`config.mk`:
```
export PLATFORM = sky130hd
export DESIGN_NAME = dram_dec
export DESIGN_NICKNAME = d
export VERILOG_FILES = /design/src/rtl/dram_dec_pkg.sv /design/src/rtl/dram_dec_ctrl.sv /design/src/rtl/dram_dec_dp.sv /design/src/rtl/dram_dec.sv
export SDC_FILE = /design/constraint.sdc
export NUM_CORES = 1
export LEC_CHECK = 0
export BUFFER_PORTS_ARGS = -buffer_cell sky130_fd_sc_hd__buf_4
export CAP_MARGIN = 20
export CORE_ASPECT_RATIO = 0.8
export CORE_MARGIN = 2
export CORE_UTILIZATION = 55
export CTS_CLUSTER_SIZE = 28
export DETAILED_ROUTE_END_ITERATION = 12
export PLACE_DENSITY_LB_ADDON = 0.08
export SETUP_SLACK_MARGIN = 0.15
export SLEW_MARGIN = 0
export SYNTH_ARGS = -nofsm -noshare
export SYNTH_HDL_FRONTEND = slang
export SYNTH_HIERARCHICAL = 1
export SYNTH_SLANG_ARGS = --single-unit
export TNS_END_PERCENT = 30
```
`constraint.sdc`:
```
create_clock -name clk -period 8.2 [get_ports clk]
set_clock_uncertainty 0.2 [all_clocks]
set_input_delay 2.05 -clock clk [delete_from_list [all_inputs] [get_ports clk]]
set_output_delay 2.05 -clock clk [all_outputs]
set_load 0.01 [all_outputs]
```
`src/rtl/dram_dec_pkg.sv`:
```
package dram_dec_pkg;
  localparam int NUM_BLOCKS = 4;
  localparam int BLK_W      = $clog2(NUM_BLOCKS);
  localparam int RAS_W      = 2 * NUM_BLOCKS;
  localparam int LANES      = 4;
  localparam int START_W    = 8;
  localparam int START_LSB  = 20;
  localparam int TOP_LSB    = START_LSB + START_W;
  localparam int DEPTH_W    = 3;
  localparam int MIN_COL_W  = 9;
  localparam int RC_W       = MIN_COL_W + 3;

  localparam logic [DEPTH_W-1:0] DEPTH_NONE = 3'd0;
  localparam logic [DEPTH_W-1:0] DEPTH_256K = 3'd1;
  localparam logic [DEPTH_W-1:0] DEPTH_16M  = 3'd4;

  // Settings of one block as laid out on the write port
  typedef struct packed {
    logic               inter;
    logic               twoBanks;
    logic [DEPTH_W-1:0] depth;
    logic [START_W-1:0] start;
  } blkCfg_t;

  localparam int CFG_W = $bits(blkCfg_t);

  // Strobes passed from the match/priority control to the datapath
  typedef struct packed {
    logic               hit;
    logic [BLK_W-1:0]   blk;
    logic               upper;
    logic               wideWord;
    logic [DEPTH_W-1:0] depth;
  } decStrobe_t;
endpackage

```
`src/rtl/dram_dec_ctrl.sv`:
```
module dram_dec_ctrl
  import dram_dec_pkg::*;
#(
  parameter int ADDR_W = 32
) (
  input  logic              clk,
  input  logic              rstN,
  input  logic              cfgWe,
  input  logic [BLK_W-1:0]  cfgIdx,
  input  logic [CFG_W-1:0]  cfgData,
  input  logic [ADDR_W-1:0] cpuAddr,
  output decStrobe_t        strobe
);
  localparam int IL_BIT = $clog2(LANES);

  blkCfg_t               cfgQ [NUM_BLOCKS];
  logic [NUM_BLOCKS-1:0] matchVec;
  logic [NUM_BLOCKS-1:0] upperVec;
  logic [NUM_BLOCKS-1:0] wideVec;
  logic [NUM_BLOCKS-1:0] lowMask;
  logic                  addrHiZero;

  assign addrHiZero = (cpuAddr[ADDR_W-1:TOP_LSB] == '0);

  always_ff @(posedge clk or negedge rstN) begin
    if (!rstN) begin
      for (int i = 0; i < NUM_BLOCKS; i++) cfgQ[i] <= '0;
    end else if (cfgWe) begin
      cfgQ[cfgIdx] <= blkCfg_t'(cfgData);
    end
  end

  // One compare slice per block
  for (genvar b = 0; b < NUM_BLOCKS; b++) begin : g_blk
    logic               populated;
    logic               dual;
    logic [2:0]         bankLog;
    logic [3:0]         sizeLog;
    logic [START_W-1:0] cmpMask;
    logic [START_W-1:0] diff;
    logic               bankBit;

    always_comb begin
      populated = (cfgQ[b].depth >= DEPTH_256K) && (cfgQ[b].depth <= DEPTH_16M);
      bankLog   = {cfgQ[b].depth[1:0] - 2'd1, 1'b0};
      dual      = cfgQ[b].twoBanks | cfgQ[b].inter;
      sizeLog   = {1'b0, bankLog} + {3'b000, dual};
      cmpMask   = {START_W{1'b1}} << sizeLog;
      diff      = cpuAddr[TOP_LSB-1:START_LSB] ^ cfgQ[b].start;
      bankBit   = cfgQ[b].inter ? cpuAddr[IL_BIT] : cpuAddr[START_LSB + int'(bankLog)];
    end

    assign matchVec[b] = populated && addrHiZero && ((diff & cmpMask) == '0);
    assign upperVec[b] = cfgQ[b].twoBanks && bankBit;
    assign wideVec[b]  = cfgQ[b].twoBanks && cfgQ[b].inter;
  end

  // Lowest index wins
  always_comb begin
    strobe = '0;
    for (int i = NUM_BLOCKS - 1; i >= 0; i--) begin
      if (matchVec[i]) begin
        strobe.hit      = 1'b1;
        strobe.blk      = BLK_W'(i);
        strobe.upper    = upperVec[i];
        strobe.wideWord = wideVec[i];
        strobe.depth    = cfgQ[i].depth;
      end
    end
  end

  assign lowMask = (NUM_BLOCKS'(1) << strobe.blk) - NUM_BLOCKS'(1);

  a_r4_lowest_match_wins: assert property (@(posedge clk) disable iff (!rstN)
    strobe.hit |-> (matchVec[strobe.blk] && ((matchVec & lowMask) == '0)));

  a_r2_winner_populated: assert property (@(posedge clk) disable iff (!rstN)
    strobe.hit |-> ((cfgQ[strobe.blk].depth != DEPTH_NONE) &&
                    (cfgQ[strobe.blk].depth <= DEPTH_16M)));

  a_r3_high_bits_miss: assert property (@(posedge clk) disable iff (!rstN)
    (cpuAddr[ADDR_W-1:TOP_LSB] != '0) |-> !strobe.hit);
endmodule

```
`src/rtl/dram_dec_dp.sv`:
```
module dram_dec_dp
  import dram_dec_pkg::*;
#(
  parameter int ADDR_W = 32
) (
  input  logic              clk,
  input  logic              rstN,
  input  logic              cpuValid,
  input  logic [ADDR_W-1:0] cpuAddr,
  input  logic [LANES-1:0]  cpuByteEn,
  input  decStrobe_t        strobe,
  output logic              hit,
  output logic [BLK_W-1:0]  blockSel,
  output logic [RAS_W-1:0]  rasN,
  output logic [LANES-1:0]  casN,
  output logic [RC_W-1:0]   rowAddr,
  output logic [RC_W-1:0]   colAddr
);
  localparam int LANE_LSB = $clog2(LANES);
  localparam int RAS_IW   = $clog2(RAS_W);

  logic              take;
  logic [3:0]        colBits;
  logic [ADDR_W-1:0] wordAddr;
  logic [ADDR_W-1:0] rowWord;
  logic [RC_W-1:0]   rcMask;
  logic [RC_W-1:0]   rowNext;
  logic [RC_W-1:0]   colNext;
  logic [RAS_IW-1:0] rasIdx;
  logic [RAS_W-1:0]  rasNext;

  always_comb begin
    take     = cpuValid && strobe.hit;
    colBits  = 4'(MIN_COL_W) + {2'b00, strobe.depth[1:0] - 2'd1};
    wordAddr = strobe.wideWord ? (cpuAddr >> (LANE_LSB + 1)) : (cpuAddr >> LANE_LSB);
    rowWord  = wordAddr >> colBits;
    rcMask   = ~({RC_W{1'b1}} << colBits);
    colNext  = wordAddr[RC_W-1:0] & rcMask;
    rowNext  = rowWord[RC_W-1:0] & rcMask;
    rasIdx   = {strobe.upper, strobe.blk};
    rasNext  = '1;
    if (take) rasNext[rasIdx] = 1'b0;
  end

  always_ff @(posedge clk or negedge rstN) begin
    if (!rstN) begin
      hit      <= 1'b0;
      blockSel <= '0;
      rasN     <= '1;
      casN     <= '1;
      rowAddr  <= '0;
      colAddr  <= '0;
    end else begin
      hit      <= take;
      blockSel <= take ? strobe.blk : '0;
      rasN     <= rasNext;
      casN     <= take ? ~cpuByteEn : '1;
      rowAddr  <= take ? rowNext : '0;
      colAddr  <= take ? colNext : '0;
    end
  end

  a_r10_idle_after_no_request: assert property (@(posedge clk) disable iff (!rstN)
    !cpuValid |=> (!hit && (rasN == '1) && (casN == '1)));

  a_r5_single_strobe: assert property (@(posedge clk) disable iff (!rstN)
    hit |-> ($countones(~rasN) == 1));

  a_r6_strobe_in_pair: assert property (@(posedge clk) disable iff (!rstN)
    hit |-> (!rasN[{1'b0, blockSel}] || !rasN[{1'b1, blockSel}]));

  a_r8_lanes_quiet_on_miss: assert property (@(posedge clk) disable iff (!rstN)
    !hit |-> (casN == '1));
endmodule

```
`src/rtl/dram_dec.sv`:
```
module dram_dec
  import dram_dec_pkg::*;
#(
  parameter int ADDR_W = 32
) (
  input  logic              clk,
  input  logic              rstN,
  input  logic              cfgWe,
  input  logic [BLK_W-1:0]  cfgIdx,
  input  logic [CFG_W-1:0]  cfgData,
  input  logic              cpuValid,
  input  logic [ADDR_W-1:0] cpuAddr,
  input  logic [LANES-1:0]  cpuByteEn,
  output logic              hit,
  output logic [BLK_W-1:0]  blockSel,
  output logic [RAS_W-1:0]  rasN,
  output logic [LANES-1:0]  casN,
  output logic [RC_W-1:0]   rowAddr,
  output logic [RC_W-1:0]   colAddr
);
  decStrobe_t strobe;

  dram_dec_ctrl #(.ADDR_W(ADDR_W)) u_ctrl (
    .clk     (clk),
    .rstN    (rstN),
    .cfgWe   (cfgWe),
    .cfgIdx  (cfgIdx),
    .cfgData (cfgData),
    .cpuAddr (cpuAddr),
    .strobe  (strobe)
  );

  dram_dec_dp #(.ADDR_W(ADDR_W)) u_dp (
    .clk       (clk),
    .rstN      (rstN),
    .cpuValid  (cpuValid),
    .cpuAddr   (cpuAddr),
    .cpuByteEn (cpuByteEn),
    .strobe    (strobe),
    .hit       (hit),
    .blockSel  (blockSel),
    .rasN      (rasN),
    .casN      (casN),
    .rowAddr   (rowAddr),
    .colAddr   (colAddr)
  );
endmodule

```
==> flow_summary.json <==
{
  "die_h_um": 92.4,
  "worst-path-max-fanout": 19,
  "diodes": 0,
  "gp_congestion": 0.873,
  "pre_cts_slack_ns": 1.58,
  "cts.repair.resized": 0,
  "tightest_slew_ns": 0.939,
  "holdWs_ns": 0.330,
  "finalSetupTns_ns": 0,
  "drc": 0,
  "cellLeakagePower_nw": 2.74,
  "port_buffers": 91,
  "ant_nets": 0,
  "die-area_sq_mm": 0.0106,
  "drt_iter0_markers": 320,
  "start_kind": "input pin",
  "start_util": 0.562,
  "routedWlPerCell_um": 18.8,
  "drt-total-wl_mm": 12.6,
  "r2r_slack_ns": 3.35,
  "period_needed_ns": 6.36,
  "dr.pass1.iters": 5,
  "num_io_pins": 94,
  "critPathKind": "in -> reg",
  "slew_headroom": 0.372,
  "grt_max_degree": 92,
  "endpoint": "u_dp/rowAddr[9]",
  "hold_path_class": "reg -> reg",
  "period_share": 0.775,
  "clkSinkCount": 91,
  "layout_setup_ws_ns": 1.84,
  "ff2ff_path_depth": 13,
  "crit_start": "cpuAddr[29]",
  "postCtsSetupBuffers": 0,
  "grt_pass1_wl_mm": 20.1,
  "setup_viol": 0,
  "num_rows": 32,
  "fin_area_sq_mm": 0.00639,
  "hold_viol_final": 0,
  "detailed_place.area_sq_mm": 0.00610,
  "grt_remaining_overflow": 0,
  "final_common_cell": "buf_4",
  "powerDensity_mw_per_mm2": 189,
  "critPathRequiredTime_ns": 8.20,
  "layout_common_cells": "buf_4, dfrtp_1, mux2_2",
  "end_kind": "flop",
  "worstReg2RegEnd": "u_dp/rowAddr[9]",
  "yosys_warnings": 6,
  "grt_pass1_vias": 3804,
  "status": "finished, final reports clean",
  "grtUsageTotal": 0.248,
  "cts_tree": "yes",
  "clockBufferDepth": 2,
  "syn-cell-area_sq_mm": 0.00537,
  "fmax_ghz": 0.157,
  "worstReg2RegStart": "u_ctrl/cfgQ[47]",
  "holdBufCountCts": 0,
  "via_count": 3942,
  "hpwl_mm": 9.29,
  "syn_avg_cell_area_sq_um": 11.6,
  "finalMaxSlewViolations": 0,
  "coreArea_sq_mm": 0.00957,
  "cts-buffers-inserted": 9,
  "chipWidth_um": 115,
  "synth_nets": 531,
  "viasPerCell": 5.88,
  "worst-endpoint-arrival_ns": 6.35,
  "clock-root-buffer": "clkbuf_16",
  "p_total_mw": 1.21,
  "antenna_found_initial": 0,
  "clk_latency_ns": 0.34,
  "syn_to_final_growth_pct": 19.0,
  "rsz0062_at_grt": "false",
  "ir_worst_vdd_uv": 123,
  "max_cap_viol_count": 0,
  "clk_pin_slew_ns": 0.06,
  "drive_gt1_frac": 0.363,
  "htreeDepth": 3,
  "synthCells": 465,
  "finalNetCount": 612,
  "n_fill_cell": 767
}
## registers in the layout, summed over array words and instances, names as in the netlist
| signal | count |
|---|---|
| u_dp/colAddr | 12 |
| u_dp/casN | 4 |
| u_ctrl/cfgQ | 52 |
| u_dp/rowAddr | 12 |
| u_dp/rasN | 8 |
| u_dp/blockSel | 2 |
| u_dp/hit | 1 |
## worst max-delay path, stage by stage
cell       delay, ns
buf_4           0.11
or4_4           0.59
a2111oi_4       0.40
nand4_2         0.21
or2_1           0.30
and2_1          0.21
a31oi_4         0.15
inv_1           0.09
ha_1            0.76
nor2b_1         0.30
or2_1           0.43
mux4_2          0.59
nor3b_1         0.16
## per-layer routing
layer | up-vias | track usage | wire length, um
met4 | 0 | 0.0681 | 129
met3 | 9 | 0.0452 | 823
li1 | 1861 | - | -
met5 | - | 0 | 0
met1 | 1935 | 0.374 | 5920
met2 | 137 | 0.366 | 5700
## final cells by class
type | instances | area, sq um | share of cell area
tap | 119 | 149 | 0.0233
timing repair buffer | 95 | 726 | 0.113
clock buffer | 10 | 239 | 0.0374
clock inverter | 6 | 38.8 | 0.00607
sequential | 91 | 2290 | 0.358
inverter | 18 | 67.6 | 0.0106
multi-input combinational | 331 | 2880 | 0.451
## report_power, final
group	switching [mW]	internal (mW)	total, mW
combinational	0.140	0.139	0.279
clock	0.169	0.213	0.381
sequential	0.0498	0.500	0.550
total	0.359	0.852	1.21
## stage by stage
stage,cells,util
after floorplan,465,-
after global placement,653,0.637
after detailed placement,653,0.637
after CTS,669,0.666
after global routing,670,0.668
final,670,0.668
## worst min-delay path by stage
stage | from | end | depth (start not counted)
5_1_grt | u_ctrl/cfgQ[5] | u_ctrl/cfgQ[5] | 1
2_1_floorplan | u_ctrl/cfgQ[20] | u_ctrl/cfgQ[20] | 1
3_3_place_gp | u_ctrl/cfgQ[31] | u_ctrl/cfgQ[31] | 1
4_1_cts | u_ctrl/cfgQ[46] | u_ctrl/cfgQ[46] | 1
3_5_place_dp | u_ctrl/cfgQ[46] | u_ctrl/cfgQ[46] | 1
6_report | u_ctrl/cfgQ[33] | u_ctrl/cfgQ[33] | 1
Note: power is estimated with default switching activity, not from simulation.
